<file path="src/rtl/mon_pkg.sv">
package mon_pkg;

   // Default geometry of the monitor bus
   localparam int unsigned DEF_ADDR_W = 20;
   localparam int unsigned DEF_EXC_W  = 5;
   localparam int unsigned DEF_RSVD_W = 13;
   // Single-bit flags above the reserved gap: icache, ibar, dbar,
   // p0 valid, p1 valid, p0 ccfail, p1 ccfail, exc valid, dc valid
   localparam int unsigned FLAG_BITS  = 9;

   function automatic int unsigned mon_bus_width(input int unsigned addr_w,
                                                 input int unsigned exc_w,
                                                 input int unsigned rsvd_w);
      return 3 * addr_w + exc_w + rsvd_w + FLAG_BITS;
   endfunction

   // Bit offsets of the single-bit flags relative to the first flag bit
   typedef enum int unsigned {
      FL_ICEN  = 0,
      FL_IBAR  = 1,
      FL_DBAR  = 2,
      FL_P0V   = 3,
      FL_P1V   = 4,
      FL_P0CC  = 5,
      FL_P1CC  = 6,
      FL_EXCV  = 7,
      FL_DCV   = 8
   } mon_flag_e;

endpackage

</file>
<file path="src/rtl/mon_en_capture.sv">
module mon_en_capture (
   input  logic clk,
   input  logic rst_n,
   input  logic en_i,
   output logic en_q
);

   // The enable is transparent only while reset is held; afterwards frozen.
   always_ff @(posedge clk) begin
      if (!rst_n) begin
         en_q <= en_i;
      end
   end

endmodule

</file>
<file path="src/rtl/mon_field_gate.sv">
module mon_field_gate #(
   parameter int unsigned W          = 20,
   parameter bit          ZERO_STALE = 1'b1
) (
   input  logic         vld_i,
   input  logic [W-1:0] data_i,
   output logic [W-1:0] data_o
);

   if (W < 1) begin : g_bad_w
      $error("mon_field_gate: W must be at least 1");
   end

   if (ZERO_STALE) begin : g_zero
      assign data_o = vld_i ? data_i : '0;
   end else begin : g_pass
      assign data_o = data_i;
   end

endmodule

</file>
<file path="src/rtl/mon_bus_reg.sv">
module mon_bus_reg #(
   parameter int unsigned W = 87
) (
   input  logic         clk,
   input  logic         rst_n,
   input  logic         upd_i,
   input  logic [W-1:0] d_i,
   output logic [W-1:0] q_o
);

   always_ff @(posedge clk) begin
      if (!rst_n) begin
         q_o <= '0;
      end else if (upd_i) begin
         q_o <= d_i;
      end
   end

endmodule

</file>
<file path="src/rtl/mon_status_packer.sv">
module mon_status_packer #(
   parameter int unsigned ADDR_W     = mon_pkg::DEF_ADDR_W,
   parameter int unsigned EXC_W      = mon_pkg::DEF_EXC_W,
   parameter int unsigned RSVD_W     = mon_pkg::DEF_RSVD_W,
   parameter bit          ZERO_STALE = 1'b1,
   localparam int unsigned BUS_W     = mon_pkg::mon_bus_width(ADDR_W, EXC_W, RSVD_W)
) (
   input  logic              clk,
   input  logic              rst_n,
   input  logic              mon_en_i,
   input  logic              dc_vld_i,
   input  logic [ADDR_W-1:0] dc_addr_i,
   input  logic              exc_vld_i,
   input  logic [EXC_W-1:0]  exc_info_i,
   input  logic              p0_vld_i,
   input  logic [ADDR_W-1:0] p0_addr_i,
   input  logic              p0_ccfail_i,
   input  logic              p1_vld_i,
   input  logic [ADDR_W-1:0] p1_addr_i,
   input  logic              p1_ccfail_i,
   input  logic              dbar_i,
   input  logic              ibar_i,
   input  logic              icache_en_i,
   output logic [BUS_W-1:0]  mon_o
);
   import mon_pkg::*;

   // Field layout, lowest bit first
   localparam int unsigned P0_LSB   = 0;
   localparam int unsigned P1_LSB   = P0_LSB + ADDR_W;
   localparam int unsigned DC_LSB   = P1_LSB + ADDR_W;
   localparam int unsigned EXC_LSB  = DC_LSB + ADDR_W;
   localparam int unsigned RSVD_LSB = EXC_LSB + EXC_W;
   localparam int unsigned FLAG_LSB = RSVD_LSB + RSVD_W;
   // A pipeline lane carries its address plus its condition-fail flag
   localparam int unsigned LANE_W   = ADDR_W + 1;

   if (ADDR_W < 1 || EXC_W < 1) begin : g_bad_geom
      $error("mon_status_packer: field widths must be at least 1");
   end
   if (FLAG_LSB + FLAG_BITS != BUS_W) begin : g_bad_bus
      $error("mon_status_packer: bus width does not match layout");
   end

   // Enable captured during reset
   logic en_q;

   mon_en_capture i_en (
      .clk   (clk),
      .rst_n (rst_n),
      .en_i  (mon_en_i),
      .en_q  (en_q)
   );

   // Gated data of each qualified group
   logic [ADDR_W-1:0] dc_g;
   logic [EXC_W-1:0]  exc_g;
   logic [LANE_W-1:0] lane_raw [2];
   logic [LANE_W-1:0] lane_g   [2];
   logic              lane_vld [2];

   assign lane_raw[0] = {p0_ccfail_i, p0_addr_i};
   assign lane_raw[1] = {p1_ccfail_i, p1_addr_i};
   assign lane_vld[0] = p0_vld_i;
   assign lane_vld[1] = p1_vld_i;

   mon_field_gate #(.W(ADDR_W), .ZERO_STALE(ZERO_STALE)) i_gate_dc (
      .vld_i  (dc_vld_i),
      .data_i (dc_addr_i),
      .data_o (dc_g)
   );

   mon_field_gate #(.W(EXC_W), .ZERO_STALE(ZERO_STALE)) i_gate_exc (
      .vld_i  (exc_vld_i),
      .data_i (exc_info_i),
      .data_o (exc_g)
   );

   for (genvar gi = 0; gi < 2; gi++) begin : g_lane
      mon_field_gate #(.W(LANE_W), .ZERO_STALE(ZERO_STALE)) i_gate_lane (
         .vld_i  (lane_vld[gi]),
         .data_i (lane_raw[gi]),
         .data_o (lane_g[gi])
      );
   end

   // Assemble the next bus word
   logic [BUS_W-1:0] bus_d;

   always_comb begin
      bus_d = '0;
      bus_d[P0_LSB  +: ADDR_W] = lane_g[0][ADDR_W-1:0];
      bus_d[P1_LSB  +: ADDR_W] = lane_g[1][ADDR_W-1:0];
      bus_d[DC_LSB  +: ADDR_W] = dc_g;
      bus_d[EXC_LSB +: EXC_W]  = exc_g;
      bus_d[FLAG_LSB + FL_ICEN] = icache_en_i;
      bus_d[FLAG_LSB + FL_IBAR] = ibar_i;
      bus_d[FLAG_LSB + FL_DBAR] = dbar_i;
      bus_d[FLAG_LSB + FL_P0V]  = p0_vld_i;
      bus_d[FLAG_LSB + FL_P1V]  = p1_vld_i;
      bus_d[FLAG_LSB + FL_P0CC] = lane_g[0][ADDR_W];
      bus_d[FLAG_LSB + FL_P1CC] = lane_g[1][ADDR_W];
      bus_d[FLAG_LSB + FL_EXCV] = exc_vld_i;
      bus_d[FLAG_LSB + FL_DCV]  = dc_vld_i;
   end

   mon_bus_reg #(.W(BUS_W)) i_bus (
      .clk   (clk),
      .rst_n (rst_n),
      .upd_i (en_q),
      .d_i   (bus_d),
      .q_o   (mon_o)
   );

endmodule

</file>
<file path="config.mk">
export PLATFORM = sky130hd
export DESIGN_NAME = mon_status_packer
export DESIGN_NICKNAME = d
export VERILOG_FILES = /design/src/rtl/mon_pkg.sv /design/src/rtl/mon_en_capture.sv /design/src/rtl/mon_field_gate.sv /design/src/rtl/mon_bus_reg.sv /design/src/rtl/mon_status_packer.sv
export SDC_FILE = /design/constraint.sdc
export NUM_CORES = 1
export LEC_CHECK = 0
export ABC_AREA = 1
export BUFFER_PORTS_ARGS = -buffer_cell sky130_fd_sc_hd__buf_2
export CORE_ASPECT_RATIO = 1.75
export CORE_MARGIN = 8
export CORE_UTILIZATION = 45
export CTS_BUF_LIST = sky130_fd_sc_hd__clkbuf_2
export CTS_CLUSTER_SIZE = 16
export DETAILED_ROUTE_END_ITERATION = 8
export PLACE_DENSITY_LB_ADDON = 0.1
export SYNTH_ARGS = -nofsm -noshare
export SYNTH_HDL_FRONTEND = slang
export SYNTH_SLANG_ARGS = --single-unit
</file>
<file path="constraint.sdc">
create_clock -name clk -period 1.4 [get_ports clk]
set_clock_uncertainty 0.2 [all_clocks]
set_input_delay 0.07 -clock clk [delete_from_list [all_inputs] [get_ports clk]]
set_output_delay 0.07 -clock clk [all_outputs]
set_load 0.05 [all_outputs]
</file>
## Word-level counts from Yosys, hierarchy flattened

Cells that the tools add are included.

| word-level totals | value |
|---|---|
| flip-flop bits (word level) | 75 |
| latch bits | 0 |
| RAM bits | 0 |
| memory bits (read-only) | 0 |
| bits of input ports | 77 |
| output and inout bits | 87 |
| logic and storage cells | 6 |
| memories | 0 |

| cells by class | value |
|---|---|
| add/subtract/negate cells | 0 |
| multipliers | 0 |
| divide/modulo/power cells | 0 |
| magnitude comparators | 0 |
| equality and inequality tests | 0 |
| shifts and indexed selects | 0 |
| muxes and demuxes | 4 |
| bitwise logic cells | 0 |
| reductions and logical operators | 0 |

Operators with widths:

| operator | count |
|---|---|
| 2-to-1 mux 21 bit | 2 |
| 2-to-1 mux 20 bit | 1 |
| 2-to-1 mux 5 bit | 1 |

## Logic depth before layout (Yosys ltp)

| depth | value |
|---|---|
| depth in word-level cells | 1 |
| depth in mapped cells | 5 |

## By module

From an unflattened synthesis, not the netlist that was laid out.

| unflattened totals | value |
|---|---|
| cells, all modules | 694 |
| area total of the unflattened synthesis | 4154.0 um^2 |

By module, submodules not included:

| module | instances | cells an instance | area an instance (um^2) | sequential area each (um^2) |
|---|---|---|---|---|
| mon_bus_reg | 1 | 551 | 3545.9 | 1741.7 |
| mon_field_gate (g_lane[0].i_gate_lane ...) | 2 | 44 | 180.2 | 0.0 |
| mon_field_gate (i_gate_dc) | 1 | 42 | 172.7 | 0.0 |
| mon_field_gate (i_gate_exc) | 1 | 10 | 37.5 | 0.0 |
| mon_en_capture | 1 | 2 | 33.8 | 30.0 |
| mon_status_packer | 1 | 1 | 3.8 | 0.0 |

## Worst setup path after synthesis

No wires, ideal clock.

| timing | value |
|---|---|
| path type | register -> register |
| start | register i_en.en_q |
| end | register i_bus.q_o[10] |
| setup time | 0.070 ns |
| arrival | 0.934 ns |
| required time | 1.130 ns |
| path slack | 0.195 ns |
| cell stages (with the launch flop) | 6 |
| buffers on the path | 2 |
| clock period less this slack | 1.205 ns |
| cell sequence | edfxtp_1 -> inv_2 -> buf_4 -> buf_4 -> nand2_1 -> a21oi_1 |

RTL lines:

| element | line | RTL |
|---|---|---|
| start, declared | mon_en_capture.sv:5 | `output logic en_q` |
| start signal, assigned | mon_en_capture.sv:11 | `en_q <= en_i;` |
| end signal, assigned | mon_bus_reg.sv:15 | `q_o <= d_i;` |
| end, declared | mon_bus_reg.sv:8 | `output logic [W-1:0] q_o` |

## Final worst setup path

| timing | value |
|---|---|
| start | register i_bus.q_o[2] |
| end | output mon_o[2] |

RTL lines:

| element | line | RTL |
|---|---|---|
| end, declared | mon_status_packer.sv:24 | `output logic [BUS_W-1:0] mon_o` |

No word-level cell between the ends.

==> impl_metrics.csv <==
group,metric,value,unit
floorplanning,row_count,38,
placement,post_dp_cell_area,0.00353,mm2
global_routing,antenna_found_initial,1,
outcome,status,"complete, but fails checks",
routing,ant_nets,0,
floorplanning,start_util,46.1,%
floorplanning,io-pin-count,164,
floorplanning,fp.dieH,121,um
setup_path,crit_required,1.13,ns
sta,period_share,101,%
synth,yosysTopAreaCell,"dfxtp_1",
synth,synth_area,0.00283,mm2
placement,gp_congestion,0.738,
placement,io_buffers,150,
synth,synthCells,342,
hold_path,hold_class,"in2reg",
routing,wl_per_cell,18.3,um
floorplanning,die_area,0.00918,mm2
setup_path,start_kind,"register",
cts,clkLatencyLatePin,0.55,ns
synth,synth_top_area_share,52.4,%
cts,clock_sinks,75,
power,cellPowerDensity,962,mW/mm2
cts,ctsRootBufferMaster,"clkbuf_2",
routing,totalWireLength,12200,um
synth,synth_seq_area_share,53.5,%
setup_path,cp.arrival,1.14,ns
setup_path,critical_path.top_delay_family,"flip-flops",
sta,final-hold-violation-count,0,
floorplanning,die_w,75.9,um
setup_path,critPathKind,"reg2out",
routing,vias_per_cell,5.15,
global_routing,grt_max_degree,45,
cts,cts_tree,"yes",
sta,holdWs,0.0685,ns
cts,clk_pin_slew,0.22,ns
cts,htree_levels,3,
power,power_leakage,2.31,nW
synth,yosysUniqueCellTypes,13,
sta,period_needed,1.41,ns
setup_path,endpoint_kind,"output pin",
routing,drt-pass1-iter-count,5,
flow_run,drv_cap,0,
synth,synth_seq_cells,75,
synth,yosys_warnings,0,
floorplanning,core,0.00613,mm2
layout,fin_area,0.00534,mm2
setup_path,cp_cell_sequence,"buf_8",
setup_path,path_buf_inv,1,
outcome,violations,"negative setup slack",
sta,fmax,0.709,GHz
global_routing,grt_pass1_wl,16600,um
placement,dp.final_hpwl,5920,um
global_routing,groute.usage.overall,22.6,%
power,peakVddDrop,0.000804,V
routing,drtIter0Drc,263,
sta,rsz0062_at_grt,"true",
sta,maxSlewViolCount,0,
cts,ctsLongestPathBuffers,2,
sta,setup_ws,-0.00971,ns
global_routing,grt_overflow,0,
setup_path,cp_slowest_stage_delay,0.41,ns
layout,layout-drive-gt1-share,46.2,%
setup_path,crit_path_top_delay_cell,"dfxtp_2",
routing,vias,3420,
setup_path,path_max_fanout,2,
synth,synthTopCellsByArea,"dfxtp_1, a21oi_1, nand3_1",
sta,setup_violations,1,
routing,drc,0,
layout,nets,654,
global_routing,grt_pass1_vias,3270,
cts,cts_buffers,9,
layout,syn_to_final_growth,88.8,%
synth,avgSynthCellArea,8.27,um2
## power by group
part / leakage (nW) / switching (mW) / internal [mW] / total (mW)
sequential: 0.646 / 0.0878 / 2.26 / 2.35
clock: 0.0819 / 0.775 / 0.599 / 1.37
combinational: 1.58 / 0.811 / 0.600 / 1.41
total: 2.31 / 1.67 / 3.46 / 5.14
## area by class of cell
type,instances,area [um2]
clock buffers,11,55.1
clock inverters,5,77.6
well taps,80,100
flip-flops and latches,75,1600
fillers,309,795
repair buffers,254,2430
diodes,2,5.00
inverters,2,7.51
multi-input cells,235,1060
## timing repair
action	in CTS	in global routing
resized for setup	196	73
endpoints found under the setup margin	74	105
gates cloned	0	2
buffers inserted	0	17
hold endpoints to repair	76	0
hold buffers	77	0
## cell families after synthesis
| group | count (synthesis) | share of synthesized area [%] |
|---|---|---|
| AOI/OAI and AO/OA | 74 | 13.1 |
| and+or+nand+nor | 148 | 22.6 |
| DFF | 75 | 53.5 |
| buffers and inverters | 44 | 10.7 |
| other | 1 | 0.133 |
## layout by cell type, fill, tap and decap left out
master / instances
dlygate4sd3_1: 77
buf_2: 76
nand2_1: 75
dfxtp_2: 73
a21oi_1: 71
nand3_1: 67
buf_8: 43
buf_6: 33
buf_4: 20
conb_1: 13
clkbuf_2: 11
nor2_1: 6
buf_12: 3
diode_2: 2
inv_2: 2
clkinv_2: 2
bufinv_16: 2
clkbuf_16: 2
o21ai_0: 1
o21ai_2: 1
o21ai_1: 1
clkinvlp_4: 1
dfxtp_1: 1
edfxtp_1: 1
## final timing paths
kind                               startpoint       endpoint  slack [ns]  cells past startpoint
worst max-delay path             i_bus.q_o[2]       mon_o[2]       -0.01                      1
worst max register to register      i_en.en_q  i_bus.q_o[56]        0.01                      4
worst min-delay path            exc_info_i[0]  i_bus.q_o[60]        0.07                      4
worst min register to register  i_bus.q_o[16]  i_bus.q_o[16]        0.28                      2
## per-stage QoR
stage | setup WS [ns] | TNS, ns | utilization, % | cells | total power, mW
after global routing | -0.0552 | -1.67 | 87.0 | 663 | 5.30
final | -0.00971 | -0.00971 | 87.0 | 664 | 5.14
after global placement | 0.104 | 0 | 57.5 | 550 | 3.30
after CTS | -0.00256 | -0.00256 | 80.5 | 643 | 4.95
after detailed placement | 0.0709 | 0 | 57.5 | 550 | 3.31
after floorplan | 0.195 | 0 | - | 354 | 3.07
## synth_stat cells (all sizes together)
master  count
buf        35
edfxtp      1
nand3      67
nand2      75
dfxtp      74
o21ai       3
a21oi      71
conb        1
inv         2
nor2        6
clkbuf      7
## registers in the layout, summed over array words and instances, names as in the netlist
name	cells
i_en.en_q	1
i_bus.q_o	74
## per-layer routing
metal	GRT usage (%)	vias up	share of wire (%)
met2	39.3	179	54
met4	13.5	0	4.1
met5	0	-	0
met1	21.9	1605	34
met3	9.05	39	7.7
li1	-	1597	-
Power figures use the tool's default switching activity.
